--- config.mk ---
export PLATFORM = sky130hd
export DESIGN_NAME = ip_seq_unit
export DESIGN_NICKNAME = d
export VERILOG_FILES = /design/src/rtl/ipseq_pkg.sv /design/src/rtl/ipseq_ret_stack.sv /design/src/rtl/ipseq_vec_table.sv /design/src/rtl/ipseq_loop_ctr.sv /design/src/rtl/ip_seq_unit.sv
export SDC_FILE = /design/constraint.sdc
export NUM_CORES = 1
export LEC_CHECK = 0
export BUFFER_PORTS_ARGS = -buffer_cell sky130_fd_sc_hd__buf_2
export CAP_MARGIN = 20
export CORE_UTILIZATION = 40
export CTS_BUF_LIST = sky130_fd_sc_hd__clkbuf_4 sky130_fd_sc_hd__clkbuf_8 sky130_fd_sc_hd__clkbuf_16
export DETAILED_ROUTE_END_ITERATION = 10
export SLEW_MARGIN = 20
export SYNTH_ARGS = -nofsm -noshare
export SYNTH_HDL_FRONTEND = slang
export SYNTH_SLANG_ARGS = --single-unit
export TNS_END_PERCENT = 50
--- constraint.sdc ---
create_clock -name clk -period 15 [get_ports clk]
set_input_delay 1.5 -clock clk [delete_from_list [all_inputs] [get_ports clk]]
set_output_delay 1.5 -clock clk [all_outputs]
set_load 0.01 [all_outputs]
--- src/rtl/ipseq_pkg.sv ---
// Shared types for the instruction pointer sequencing unit.
// Assumes a 3-bit operation code produced by an external decoder.
package ipseq_pkg;

    typedef enum logic [2:0] {
        OP_SEQ  = 3'd0,
        OP_JMP  = 3'd1,
        OP_CALL = 3'd2,
        OP_RET  = 3'd3,
        OP_JEQ  = 3'd4,
        OP_LOOP = 3'd5,
        OP_INT  = 3'd6,
        OP_IRET = 3'd7
    } ipseq_op_e;

endpackage

--- src/rtl/ipseq_ret_stack.sv ---
// Save stack of return addresses, register based.
// Assumes the caller never asserts push and pop together, never pushes
// when full and never pops when empty (the top module filters these).
module ipseq_ret_stack #(
    parameter int unsigned W     = 32,
    parameter int unsigned DEPTH = 8
) (
    input  logic                         clk,
    input  logic                         rst_n,
    input  logic                         push,
    input  logic                         pop,
    input  logic [W-1:0]                 din,
    output logic [W-1:0]                 top,
    output logic                         full,
    output logic                         empty,
    output logic [$clog2(DEPTH+1)-1:0]   level
);
    localparam int unsigned LVL_W = $clog2(DEPTH + 1);
    localparam int unsigned IDX_W = (DEPTH > 1) ? $clog2(DEPTH) : 1;

    logic [W-1:0]     slots [DEPTH];
    logic [LVL_W-1:0] lvl_q;
    logic [IDX_W-1:0] top_idx;
    logic [IDX_W-1:0] wr_idx;

    assign top_idx = IDX_W'(lvl_q - LVL_W'(1));
    assign wr_idx  = IDX_W'(lvl_q);
    assign top     = slots[top_idx];
    assign full    = (lvl_q == LVL_W'(DEPTH));
    assign empty   = (lvl_q == '0);
    assign level   = lvl_q;

    // Track the number of occupied slots; reset empties the stack.
    always_ff @(posedge clk) begin
        if (!rst_n) begin
            lvl_q <= '0;
        end else if (push) begin
            lvl_q <= lvl_q + LVL_W'(1);
        end else if (pop) begin
            lvl_q <= lvl_q - LVL_W'(1);
        end
    end

    // Write the pushed address into the first free slot.
    always_ff @(posedge clk) begin
        if (push) begin
            slots[wr_idx] <= din;
        end
    end

endmodule

--- src/rtl/ipseq_vec_table.sv ---
// Handler address table for software interrupts, written through a
// configuration port. A write becomes visible on the next cycle.
module ipseq_vec_table #(
    parameter int unsigned W     = 32,
    parameter int unsigned COUNT = 16
) (
    input  logic                      clk,
    input  logic                      rst_n,
    input  logic                      we,
    input  logic [$clog2(COUNT)-1:0]  wr_idx,
    input  logic [W-1:0]              wr_data,
    input  logic [$clog2(COUNT)-1:0]  rd_idx,
    output logic [W-1:0]              rd_data
);
    logic [W-1:0] entries [COUNT];

    assign rd_data = entries[rd_idx];

    // Clear all entries on reset, otherwise apply configuration writes.
    always_ff @(posedge clk) begin
        if (!rst_n) begin
            for (int i = 0; i < int'(COUNT); i++) begin
                entries[i] <= '0;
            end
        end else if (we) begin
            entries[wr_idx] <= wr_data;
        end
    end

endmodule

--- src/rtl/ipseq_loop_ctr.sv ---
// Loop count register with load and decrement.
// Assumes load has priority over decrement; take reports whether the
// decremented value is nonzero.
module ipseq_loop_ctr #(
    parameter int unsigned CW = 16
) (
    input  logic          clk,
    input  logic          rst_n,
    input  logic          load,
    input  logic [CW-1:0] load_val,
    input  logic          dec,
    output logic          take
);
    logic [CW-1:0] count_q;
    logic [CW-1:0] count_dec;

    assign count_dec = count_q - CW'(1);
    assign take      = (count_dec != '0);

    // Hold the count: reset to zero, load wins over decrement.
    always_ff @(posedge clk) begin
        if (!rst_n) begin
            count_q <= '0;
        end else if (load) begin
            count_q <= load_val;
        end else if (dec) begin
            count_q <= count_dec;
        end
    end

endmodule

--- src/rtl/ip_seq_unit.sv ---
// Instruction pointer sequencing unit: computes the next fetch address
// from one control operation per cycle. Call and software interrupt
// share one save stack; return and interrupt return pop it. Stack
// overflow or underflow freezes the pointer and sets a sticky fault.
// Assumes op and its operands are valid every cycle.
module ip_seq_unit #(
    parameter int unsigned ADDR_W      = 32,
    parameter int unsigned LEN_W       = 4,
    parameter int unsigned CNT_W       = 16,
    parameter int unsigned STACK_DEPTH = 8,
    parameter int unsigned VEC_COUNT   = 16,
    parameter int unsigned RESET_ADDR  = 32'h0000_1000
) (
    input  logic                          clk,
    input  logic                          rst_n,
    input  logic [2:0]                    op,
    input  logic [LEN_W-1:0]              instr_len,
    input  logic [ADDR_W-1:0]             target,
    input  logic                          zero_flag,
    input  logic [$clog2(VEC_COUNT)-1:0]  int_num,
    input  logic                          cnt_load,
    input  logic [CNT_W-1:0]              cnt_value,
    input  logic                          vec_we,
    input  logic [$clog2(VEC_COUNT)-1:0]  vec_idx,
    input  logic [ADDR_W-1:0]             vec_addr,
    output logic [ADDR_W-1:0]             fetch_addr,
    output logic                          stack_fault
);
    import ipseq_pkg::*;

    localparam int unsigned LVL_W = $clog2(STACK_DEPTH + 1);

    ipseq_op_e         op_e;
    logic [ADDR_W-1:0] ptr_q;
    logic [ADDR_W-1:0] ptr_next;
    logic [ADDR_W-1:0] seq_addr;
    logic              fault_q;
    logic              fault_set;

    logic              stk_push;
    logic              stk_pop;
    logic [ADDR_W-1:0] stk_top;
    logic              stk_full;
    logic              stk_empty;
    logic [LVL_W-1:0]  stk_level;

    logic [ADDR_W-1:0] vec_rd;
    logic              loop_dec;
    logic              loop_take;

    assign op_e     = ipseq_op_e'(op);
    assign seq_addr = ptr_q + ADDR_W'(instr_len);

    ipseq_ret_stack #(
        .W     (ADDR_W),
        .DEPTH (STACK_DEPTH)
    ) u_stack (
        .clk   (clk),
        .rst_n (rst_n),
        .push  (stk_push),
        .pop   (stk_pop),
        .din   (seq_addr),
        .top   (stk_top),
        .full  (stk_full),
        .empty (stk_empty),
        .level (stk_level)
    );

    ipseq_vec_table #(
        .W     (ADDR_W),
        .COUNT (VEC_COUNT)
    ) u_vectors (
        .clk     (clk),
        .rst_n   (rst_n),
        .we      (vec_we),
        .wr_idx  (vec_idx),
        .wr_data (vec_addr),
        .rd_idx  (int_num),
        .rd_data (vec_rd)
    );

    ipseq_loop_ctr #(
        .CW (CNT_W)
    ) u_loop (
        .clk      (clk),
        .rst_n    (rst_n),
        .load     (cnt_load),
        .load_val (cnt_value),
        .dec      (loop_dec),
        .take     (loop_take)
    );

    // Select the next pointer and the stack action for this operation.
    always_comb begin
        ptr_next  = seq_addr;
        stk_push  = 1'b0;
        stk_pop   = 1'b0;
        fault_set = 1'b0;
        loop_dec  = 1'b0;
        unique case (op_e)
            OP_SEQ:  ptr_next = seq_addr;
            OP_JMP:  ptr_next = target;
            OP_CALL, OP_INT: begin
                if (stk_full) begin
                    fault_set = 1'b1;
                    ptr_next  = ptr_q;
                end else begin
                    stk_push = 1'b1;
                    ptr_next = (op_e == OP_CALL) ? target : vec_rd;
                end
            end
            OP_RET, OP_IRET: begin
                if (stk_empty) begin
                    fault_set = 1'b1;
                    ptr_next  = ptr_q;
                end else begin
                    stk_pop  = 1'b1;
                    ptr_next = stk_top;
                end
            end
            OP_JEQ:  ptr_next = zero_flag ? target : seq_addr;
            OP_LOOP: begin
                if (!cnt_load) begin
                    loop_dec = 1'b1;
                    ptr_next = loop_take ? target : seq_addr;
                end
            end
            default: ptr_next = seq_addr;
        endcase
    end

    // Register the pointer; reset loads the fixed start address.
    always_ff @(posedge clk) begin
        if (!rst_n) begin
            ptr_q <= ADDR_W'(RESET_ADDR);
        end else begin
            ptr_q <= ptr_next;
        end
    end

    // Sticky fault flag, cleared only by reset.
    always_ff @(posedge clk) begin
        if (!rst_n) begin
            fault_q <= 1'b0;
        end else if (fault_set) begin
            fault_q <= 1'b1;
        end
    end

    assign fetch_addr  = ptr_q;
    assign stack_fault = fault_q;

endmodule

### After elaboration in Yosys (flattened, before gate mapping)

Memories as Yosys holds them, arrays and structs flattened.
Index checks and enable logic that the tools add are counted.

| word-level totals | value |
|---|---|
| register bits after elaboration | 53 |
| latch bits | 0 |
| memory bits (writable) | 768 |
| memory bits (read-only) | 0 |
| input port bits | 100 |
| output and inout bits | 33 |
| logic and storage cells | 58 |
| memories kept | 2 |

| operators by class | value |
|---|---|
| add/sub/neg operators | 4 |
| multiply operators | 0 |
| div/mod/pow operators | 0 |
| $lt $le $gt $ge | 0 |
| eq/ne operators | 10 |
| shift-type cells | 0 |
| muxes and demuxes | 29 |
| bitwise gates (word level) | 0 |
| reductions and logical operators | 9 |

Memories:

| name | words | bits a word | read ports | clocked after memory_dff | wr ports | line | RTL |
|---|---|---|---|---|---|---|---|
| u_vectors.entries | 16 | 32 | 1 | 0 | 16 | ipseq_vec_table.sv:15 | `logic [W-1:0] entries [COUNT];` |
| u_stack.slots | 8 | 32 | 1 | 0 | 1 | ipseq_ret_stack.sv:21 | `logic [W-1:0] slots [DEPTH];` |

Operators with widths:

| cell | number |
|---|---|
| $mux 32 | 7 |
| $pmux 32 s6 | 1 |
| $add 32x4->32 | 1 |
| $mux 16 | 2 |
| $reduce_or 32->1 | 1 |
| $reduce_bool 16->1 | 1 |
| $sub 16x1->16 const B | 1 |
| $mux 1 | 15 |
| $eq 3x3->1 const B | 4 |
| $mux 4 | 3 |
| $eq 3x2->1 const B | 2 |
| $add 4x1->4 const B | 1 |
| $eq 4x4->1 const B | 1 |
| $logic_not 4->1 | 1 |
| $ne 2x2->1 const B | 2 |
| $reduce_bool 2->1 | 2 |
| $reduce_or 2->1 | 2 |
| $sub 4x1->4 const B | 1 |
| $eq 3x1->1 const B | 1 |
| $logic_not 3->1 | 1 |
| $pmux 1 s2 | 1 |
| $reduce_and 2->1 | 1 |

### Depth between registers and ports, before layout

Gate-level depths: netlist of run 1.

| depth | value |
|---|---|
| word-level depth | 5 |
| mapped depth | 14 |
| mapped depth without buffers | 9 |

### Hierarchy

A second synthesis of run 1 with hierarchy kept.

| second synthesis, totals | value |
|---|---|
| cell total of the unflattened synthesis | 2370 |
| area, all modules | 36985.5 µm² |

By module, submodules not included:

| module | instances | cells each | area each (µm²) | sequential area each (µm²) |
|---|---|---|---|---|
| ipseq_vec_table | 1 | 1416 | 22836.9 | 15374.7 |
| ipseq_ret_stack | 1 | 412 | 10033.4 | 7767.4 |
| ip_seq_unit | 1 | 410 | 3054.2 | 660.6 |
| ipseq_loop_ctr | 1 | 132 | 1061.0 | 320.3 |

### Worst setup path after synthesis of run 1

No wires, ideal clock.

| path | value |
|---|---|
| path kind | in2reg |
| from | in op[1] |
| to | mem u_stack.slots[0][0], enable pin |
| library setup time | 0.501 ns |
| arrival | 5.216 ns |
| data required time | 14.499 ns |
| path slack | 9.283 ns |
| stages | 4 |
| buffers on the path | 1 |
| cells stage by stage | clkbuf_1 nor2b_1 nand2_1 nor4_1 |

| between the ends | value |
|---|---|
| longest elaborated chain between the ends | 5 |
| elaborated cells on any way between the ends | 6 |
| classes of those cells | 2 x eq/ne; 3 x mux; 1 x reduce/logical |

RTL lines:

| element | line | RTL |
|---|---|---|
| start: declaration | ip_seq_unit.sv:16 | `input logic [2:0] op,` |
| $eq 3x2->1 / $eq 3x3->1 (equally long branches) | ip_seq_unit.sv:100 | `unique case (op_e)` |
| $reduce_or 2->1 (*) | ip_seq_unit.sv:100 |  |
| $mux 1 (*) | ip_seq_unit.sv:100 |  |
| $mux 1 (*) | ipseq_ret_stack.sv:46 | `if (push) begin` |
| $mux 1 (implied by the code) (*) | ipseq_ret_stack.sv:47 | `slots[wr_idx] <= din;` |
| end: declaration | ipseq_ret_stack.sv:21 |  |

Mark *: on every way between the ends. The rest lies on a longest branch, timed or not.

### Final worst setup path of run 1

| path | value |
|---|---|
| from | in int_num[0] |
| to | reg ptr_q[23], in the netlist fetch_addr[23] |

| between the ends | value |
|---|---|
| longest elaborated chain between the ends | 4 |

RTL lines:

| element | line | RTL |
|---|---|---|
| start: declaration | ip_seq_unit.sv:20 | `input logic [$clog2(VEC_COUNT)-1:0] int_num,` |
| $mem_v2 16x32 | - |  |
| $mux 32 | ip_seq_unit.sv:109 | `ptr_next = (op_e == OP_CALL) ? target : vec_rd;` |
| $mux 32 | ip_seq_unit.sv:104 | `if (stk_full) begin` |
| $pmux 32 s6 | ip_seq_unit.sv:100 |  |
| end signal: assignment | ip_seq_unit.sv:135 | `ptr_q <= ADDR_W'(RESET_ADDR);` |
| end signal: assignment | ip_seq_unit.sv:137 | `ptr_q <= ptr_next;` |
| end: declaration | ip_seq_unit.sv:34 | `logic [ADDR_W-1:0] ptr_q;` |

Every way passes these cells. The select of a mux whose other input is x is not followed.
A chain may end at the register's enable or synchronous reset.

==> flow_summary.json, run 1 <==
{
  "setup_viol": 0,
  "min_period_over_period_pct": 31.62,
  "routed_via_density": 5.680,
  "nFillCells": 7748,
  "grt_first_pass_wirelength_um": 149200,
  "wirelength_um": 103100,
  "p_sw_w": 0.001327,
  "cp-start-kind": "input port",
  "final_common_cell": "edfxtp_1",
  "finClkSkew_ns": 0.02150,
  "clock_power_share_pct": 38.2,
  "holdBufCountCts": 0,
  "cts.sinks": 821,
  "die_x_um": 303.8,
  "crit_type": "input port to flop",
  "final_cells": 3664,
  "postRouteAntennaNets": 0,
  "grt_use_met1_pct": 29.00,
  "syn-instance-count": 2314,
  "final_cell_mix": "edfxtp_1, and2_1, mux4_2",
  "nets": 2519,
  "cellLeakagePower_nw": 14.27,
  "dr.pass1.iters": 6,
  "root_buffer": "clkbuf_16",
  "synth_compound_area_share_pct": 3.571,
  "seq_area_frac_synth_pct": 66.21,
  "top_usage_layer": "met2",
  "start_util_pct": 40.42,
  "globalplace.congestion": 0.8101,
  "slew_headroom_pct": 29.89,
  "drive_gt1_share_pct": 23.55,
  "p_seq_share_pct": 50.5,
  "syn2layout_area_growth_pct": 13.37,
  "async_flop_share_pct": 0,
  "slew_viol_final": 0,
  "synth.area.top_cells": "edfxtp_1, mux4_2, and2_1, dfxtp_1, mux2i_1",
  "syn_avg_cell_area_um2": 15.75,
  "vias": 20813,
  "cts_tree": "done",
  "path_clk_slew_ns": 0.06,
  "dp.cells": 3499,
  "rsz0062_at_grt": "false",
  "synthXorXnorAreaFrac_pct": 1.154,
  "post-route-min-period_ns": 4.743,
  "path_max_fanout": 45,
  "clk_latency_ns": 0.64,
  "antenna_found_initial": 17,
  "fmax_mhz": 210.8,
  "numPortBuffers": 132,
  "yosys.area_share.simple_pct": 12.14,
  "yosysWarnings": 0,
  "ios": 133,
  "dieArea_mm2": 0.09230,
  "syn_nets": 2423,
  "cp.required_ns": 15.53,
  "row_count": 110,
  "drc": 0,
  "hold_ws_ns": 0.4702,
  "arrival_ns": 5.27,
  "combPwrFrac_pct": 11.4,
  "drt-initial-drc-count": 2141,
  "drv_cap": 0,
  "p_int_w": 0.004073,
  "use_met2_pct": 36.67,
  "end_kind": "flop",
  "irDropWorstVdd_uv": 89.73,
  "yosys.area.top_type": "edfxtp_1",
  "yosysUniqueCellTypes": 63,
  "dp_hpwl_um": 61160,
  "die_y_um": 303.8,
  "worst_slew_pin_slew_ns": 1.046,
  "first_global_vias": 21330,
  "sw_frac_of_total_pct": 24.57,
  "synth_top_family_by_area": "multiplexers",
  "hp-class": "flop to flop",
  "grt.overflow.total": 0,
  "wl_per_cell_um": 28.14,
  "cts_max_level": 3,
  "power_w": 0.005400,
  "grt_use_total_pct": 22.30,
  "ys_dominant_reg_cell": "edfxtp_1",
  "gr-usage-met3_pct": 6.038,
  "hold_viol_final": 0,
  "pwr_density_cell_mw_per_mm2": 130.7,
  "run_status": "finished clean",
  "core_mm2": 0.09015,
  "ys_ff_latch": 821,
  "synth_mux_area_share_pct": 14.50,
  "cts_buffer_depth": 3,
  "cts_resized": 0,
  "synthAdderAreaFrac_pct": 0.3297,
  "synthesis.area_mm2": 0.03644,
  "post_cts_buffers": 0,
  "yosysTopAreaCellShare_pct": 63.29,
  "grt_max_degree": 68,
  "cts_buffers": 85,
  "setup_tns_ns": 0,
  "synth_edf_count": 768
}
[power groups by stage]
stage	combinational (W)	sequential [W]	clock (W)
after floorplan	0.000385	0.00275	0
after global placement	0.000606	0.00277	0
after detailed placement	0.000614	0.00277	0
after CTS	0.000616	0.00272	0.00209
after global routing	0.000655	0.00274	0.00217
final	0.000613	0.00272	0.00206
[stage by stage]
stage | instance area, um^2 | utilization (%) | setup WS [ns]
after floorplan | 36440 | - | 9.283
after global placement | 38550 | 42.76 | 9.528
after detailed placement | 38560 | 42.78 | 9.519
after CTS | 41280 | 45.79 | 10.20
after global routing | 41300 | 45.81 | 9.976
final | 41310 | 45.82 | 10.26
[area by class of cell]
class | instances | area (um^2) | area share (%)
Antenna cell | 8 | 20.02 | 0.04846
Clock buffer | 125 | 2520 | 6.100
Multi-Input combinational cell | 1303 | 11840 | 28.67
Timing Repair Buffer | 184 | 1071 | 2.593
Inverter | 15 | 56.30 | 0.1363
Clock inverter | 32 | 200.2 | 0.4846
Sequential cell | 821 | 24130 | 58.41
Tap cell | 1176 | 1471 | 3.562
[Yosys cell counts, types with 5 or more instances]
library cell,count
mux4_2,207
nand3_1,15
and2_1,526
mux2i_1,61
buf_2,26
a21oi_1,48
a221oi_1,13
xnor2_1,28
xor2_1,20
edfxtp_1,768
nand2_1,83
a211oi_1,12
nand4_1,8
and3_1,10
buf_1,14
nand2b_1,8
dfxtp_1,53
or3_1,5
nor3_1,20
nor2_1,55
o211a_1,5
nor2b_1,7
o21ai_0,89
o22ai_1,15
clkbuf_1,131
ha_1,8
inv_1,15
[layer usage]
| metal | vias up | routed length, um |
|---|---|---|
| met4 | 6 | 2296 |
| met5 | - | 41 |
| met3 | 152 | 9626 |
| li1 | 8948 | - |
| met1 | 10823 | 41220 |
| met2 | 884 | 49920 |
[state kept, by name, summed over array words and instances, names as in the netlist]
register,flops
u_loop.count_q,16
u_stack.level,4
u_vectors.entries,512
u_stack.slots,256
stack_fault,1
fetch_addr,32
[worst max-delay path: stages]
cell and delay, ns:
clkbuf_8 0.47, buf_4 0.81, buf_4 0.75, mux4_2 0.58
mux2i_1 0.23, o22a_1 0.23, o21ai_0 0.11, a221o_1 0.28
a31o_1 0.21
[cells by family after synthesis]
group	count (synthesis)
flops	821
simple gates	762
mux	269
compound gates	215
buf+inv	190
xor+xnor	48
fa+ha+maj	9
[worst paths after layout]
path	start	end	slack [ns]	depth (start not counted)
setup reg to reg	u_stack.level[0]$_SDFFE_PN0P_	fetch_addr[31]$_SDFFE_PN0P_	10.87	8
hold / removal	stack_fault$_SDFFE_PN0P_	stack_fault$_SDFFE_PN0P_	0.47	1
setup / recovery	int_num[0]	fetch_addr[23]$_SDFFE_PN0P_	10.26	9
hold reg to reg	stack_fault$_SDFFE_PN0P_	stack_fault$_SDFFE_PN0P_	0.47	1
No activity file was read; power rests on OpenSTA's default activity.
==> inputs of run 2 (changes only) <==
Settings changed: ABC_AREA from default to 1.
Clock period 15 ns to 4.95 ns, I/O delays scaled along.
==> run 2 against run 1 <==
Synthesized cell count is 61% higher. Register-to-register slack worse by 9.5 ns. Critical path depth is 4 higher. Non-clock buffer count is 18 higher. Routed wire length is 18% higher. Final cell count is 38% higher. Total power grew to 3.2 times the previous value. Clock skew is 0.0089 ns higher. Utilization is 0.13 points higher.
==> flow_summary.json, run 2 <==
{
  "cts_buffer_depth": 3,
  "ios": 133,
  "cpMaxStageDelayCell": "dfxtp_4",
  "syn-instance-count": 3724,
  "wirelength_um": 121500,
  "clk_latency_ns": 0.66,
  "cts_tree": "done",
  "synth_edf_count": 768,
  "async_flop_share_pct": 0,
  "p_sw_w": 0.004646,
  "final_common_cell": "nor2_1",
  "cts_buffers": 92,
  "nets": 3858,
  "die_y_um": 307.3,
  "syn_nets": 3833,
  "min_period_over_period_pct": 72.17,
  "finClkSkew_ns": 0.03039,
  "final_cell_mix": "nor2_1, edfxtp_1, o21ai_0",
  "postRouteAntennaNets": 0,
  "slew_viol_final": 0,
  "grt.overflow.total": 0,
  "sw_frac_of_total_pct": 27.11,
  "nFillCells": 8675,
  "clock_power_share_pct": 39.4,
  "pwr_density_cell_mw_per_mm2": 405.6,
  "rrSetupSlack_ns": 1.38,
  "drive_gt1_share_pct": 10.86,
  "synth.most_common_cell": "nor2_1",
  "rsz0062_at_grt": "false",
  "wl_per_cell_um": 23.97,
  "row_count": 111,
  "first_global_vias": 27220,
  "setup_viol": 0,
  "path_clk_slew_ns": 0.06,
  "largest_register": "u_vectors.entries",
  "worst_slew_pin_slew_ns": 1.037,
  "dieArea_mm2": 0.09442,
  "fmax_mhz": 279.9,
  "seq_area_frac_synth_pct": 64.71,
  "dp_hpwl_um": 68580,
  "yosysWarnings": 0,
  "hold_viol_final": 0,
  "synth.area.top_cells": "edfxtp_1, nor2_1, o21ai_0, nand2_1, dfxtp_1",
  "syn2layout_area_growth_pct": 13.34,
  "yosysUniqueCellTypes": 44,
  "hp-class": "input port to flop",
  "cp-start-kind": "flop",
  "start_util_pct": 40.54,
  "yosys.area.top_type": "edfxtp_1",
  "cts.sinks": 821,
  "cp.required_ns": 5.51,
  "worstPathCellList": "inv_4 -> ha_2 -> buf_4 -> nor2_1 -> o21ai_0 -> o21ai_0 -> o211ai_1 -> nand4_1 -> a21oi_1 -> nand2_1 -> nand3b_1 -> nand2_1 -> inv_1",
  "ff_latch_area_mm2": 0.02413,
  "dr.pass1.iters": 6,
  "grt_max_degree": 151,
  "yosysTopAreaCellShare_pct": 61.87,
  "p_seq_share_pct": 48.1,
  "irDropWorstVdd_uv": 299.5,
  "multi_input_area_mm2": 0.01166,
  "post-route-min-period_ns": 3.573,
  "drv_cap": 0,
  "grt_use_total_pct": 25.36,
  "arrival_ns": 4.13,
  "ys_ff_latch": 821,
  "grt_first_pass_wirelength_um": 178400,
  "post_cts_buffers": 0,
  "slowest_delay_ns": 0.74,
  "cts_resized": 0,
  "path_max_fanout": 68,
  "vias": 28804,
  "run_status": "finished clean",
  "synthesis.area_mm2": 0.03728,
  "routed_via_density": 5.684,
  "end_kind": "flop",
  "globalplace.congestion": 0.9006,
  "drc": 0,
  "crit_type": "flop to flop",
  "cellLeakagePower_nw": 15.53,
  "ys_dominant_reg_cell": "edfxtp_1",
  "slew_headroom_pct": 30.86,
  "synthTopCellsByCount": "nor2_1, edfxtp_1, o21ai_0",
  "die_x_um": 307.3,
  "root_buffer": "clkbuf_16",
  "p_int_w": 0.01249,
  "antenna_found_initial": 1,
  "largest_reg_flops": 512,
  "hold_ws_ns": 0.1381,
  "core_mm2": 0.09194,
  "setup_tns_ns": 0,
  "syn_avg_cell_area_um2": 10.01,
  "cts_max_level": 3,
  "drt-initial-drc-count": 3603,
  "numPortBuffers": 132,
  "holdBufCountCts": 0,
  "combPwrFrac_pct": 12.5
}
run 2: cell types whose count changed in the layout (fill, tap and decap cells not counted), moves of 38 or more:
cell,previous run,this run
and2_1,526,2
inv_1,15,155
mux2i_1,61,0
mux4_2,207,0
nand2_1,82,335
nand3_1,14,124
nor2_1,40,1101
o211ai_1,3,72
o21ai_0,77,458
o221ai_1,0,99
o22ai_1,15,53
run 2: cell type report:
type	instances	share of cell area [%]
Timing Repair Buffer	202	3.101
Multi-Input combinational cell	2468	27.60
Clock inverter	58	1.167
Inverter	164	1.481
Tap cell	1243	3.681
Antenna cell	2	0.01185
Clock buffer	110	5.852
Sequential cell	821	57.11
run 2: path summary, 6_finish.rpt:
check | endpoint | startpoint | cells after the start
max | fetch_addr[4]$_SDFFE_PN0P_ | u_stack.level[0]$_SDFFE_PN0P_ | 13
min | u_loop.count_q[13]$_SDFFE_PN0P_ | cnt_value[13] | 3
max reg2reg | fetch_addr[4]$_SDFFE_PN0P_ | u_stack.level[0]$_SDFFE_PN0P_ | 13
min reg2reg | stack_fault$_SDFFE_PN0P_ | stack_fault$_SDFFE_PN0P_ | 2
run 2: kinds of logic (layout without fill, tap and decap cells):
kind of cell    count (synthesis)  after routing  synth area share (%)
xor+xnor                       22             22                0.5370
compound gates                783            783                 12.35
fa+ha+maj                       9              9                0.3222
other cells                     0              2                     0
buf+inv                       435            534                 4.545
simple gates                 1654           1654                 17.54
flops                         821            821                 64.71
run 2: power groups by stage:
stage               combinational [W]  sequential (W)  clock (W)
finish                        0.00214         0.00825    0.00674
global route                  0.00233         0.00828    0.00707
CTS                           0.00212         0.00824    0.00681
detailed placement            0.00212         0.00839          0
global placement              0.00210         0.00838          0
floorplan                     0.00130         0.00831          0
run 2: metal layers:
layer	part of all wire (%)	global-route usage, %	wire length, um	vias up
li1	-	-	-	13029
met2	47	40.60	56580	1406
met1	41	35.06	50170	14119
met5	0	0	0	-
met3	8.9	3.744	10860	250
met4	3.2	9.129	3876	0
run 2: worst max-delay path, delay by kind of cell (launching register included):
| family | cells | cell delay [ns] |
|---|---|---|
| buf+inv | 3 | 1.01 |
| flops | 1 | 0.74 |
| compound gates | 4 | 0.64 |
| simple gates | 5 | 0.58 |
| fa+ha+maj | 1 | 0.46 |
run 2: per-stage QoR:
step	area, um^2	setup WS (ns)	std cells	utilization (%)	power [W]
detailed placement	39270	1.375	4898	42.72	0.01050
global placement	39250	1.387	4898	42.69	0.01049
global route	42250	1.121	5067	45.95	0.01767
CTS	42240	1.386	5066	45.94	0.01718
floorplan	37280	1.524	3724	-	0.009617
finish	42250	1.377	5068	45.95	0.01713
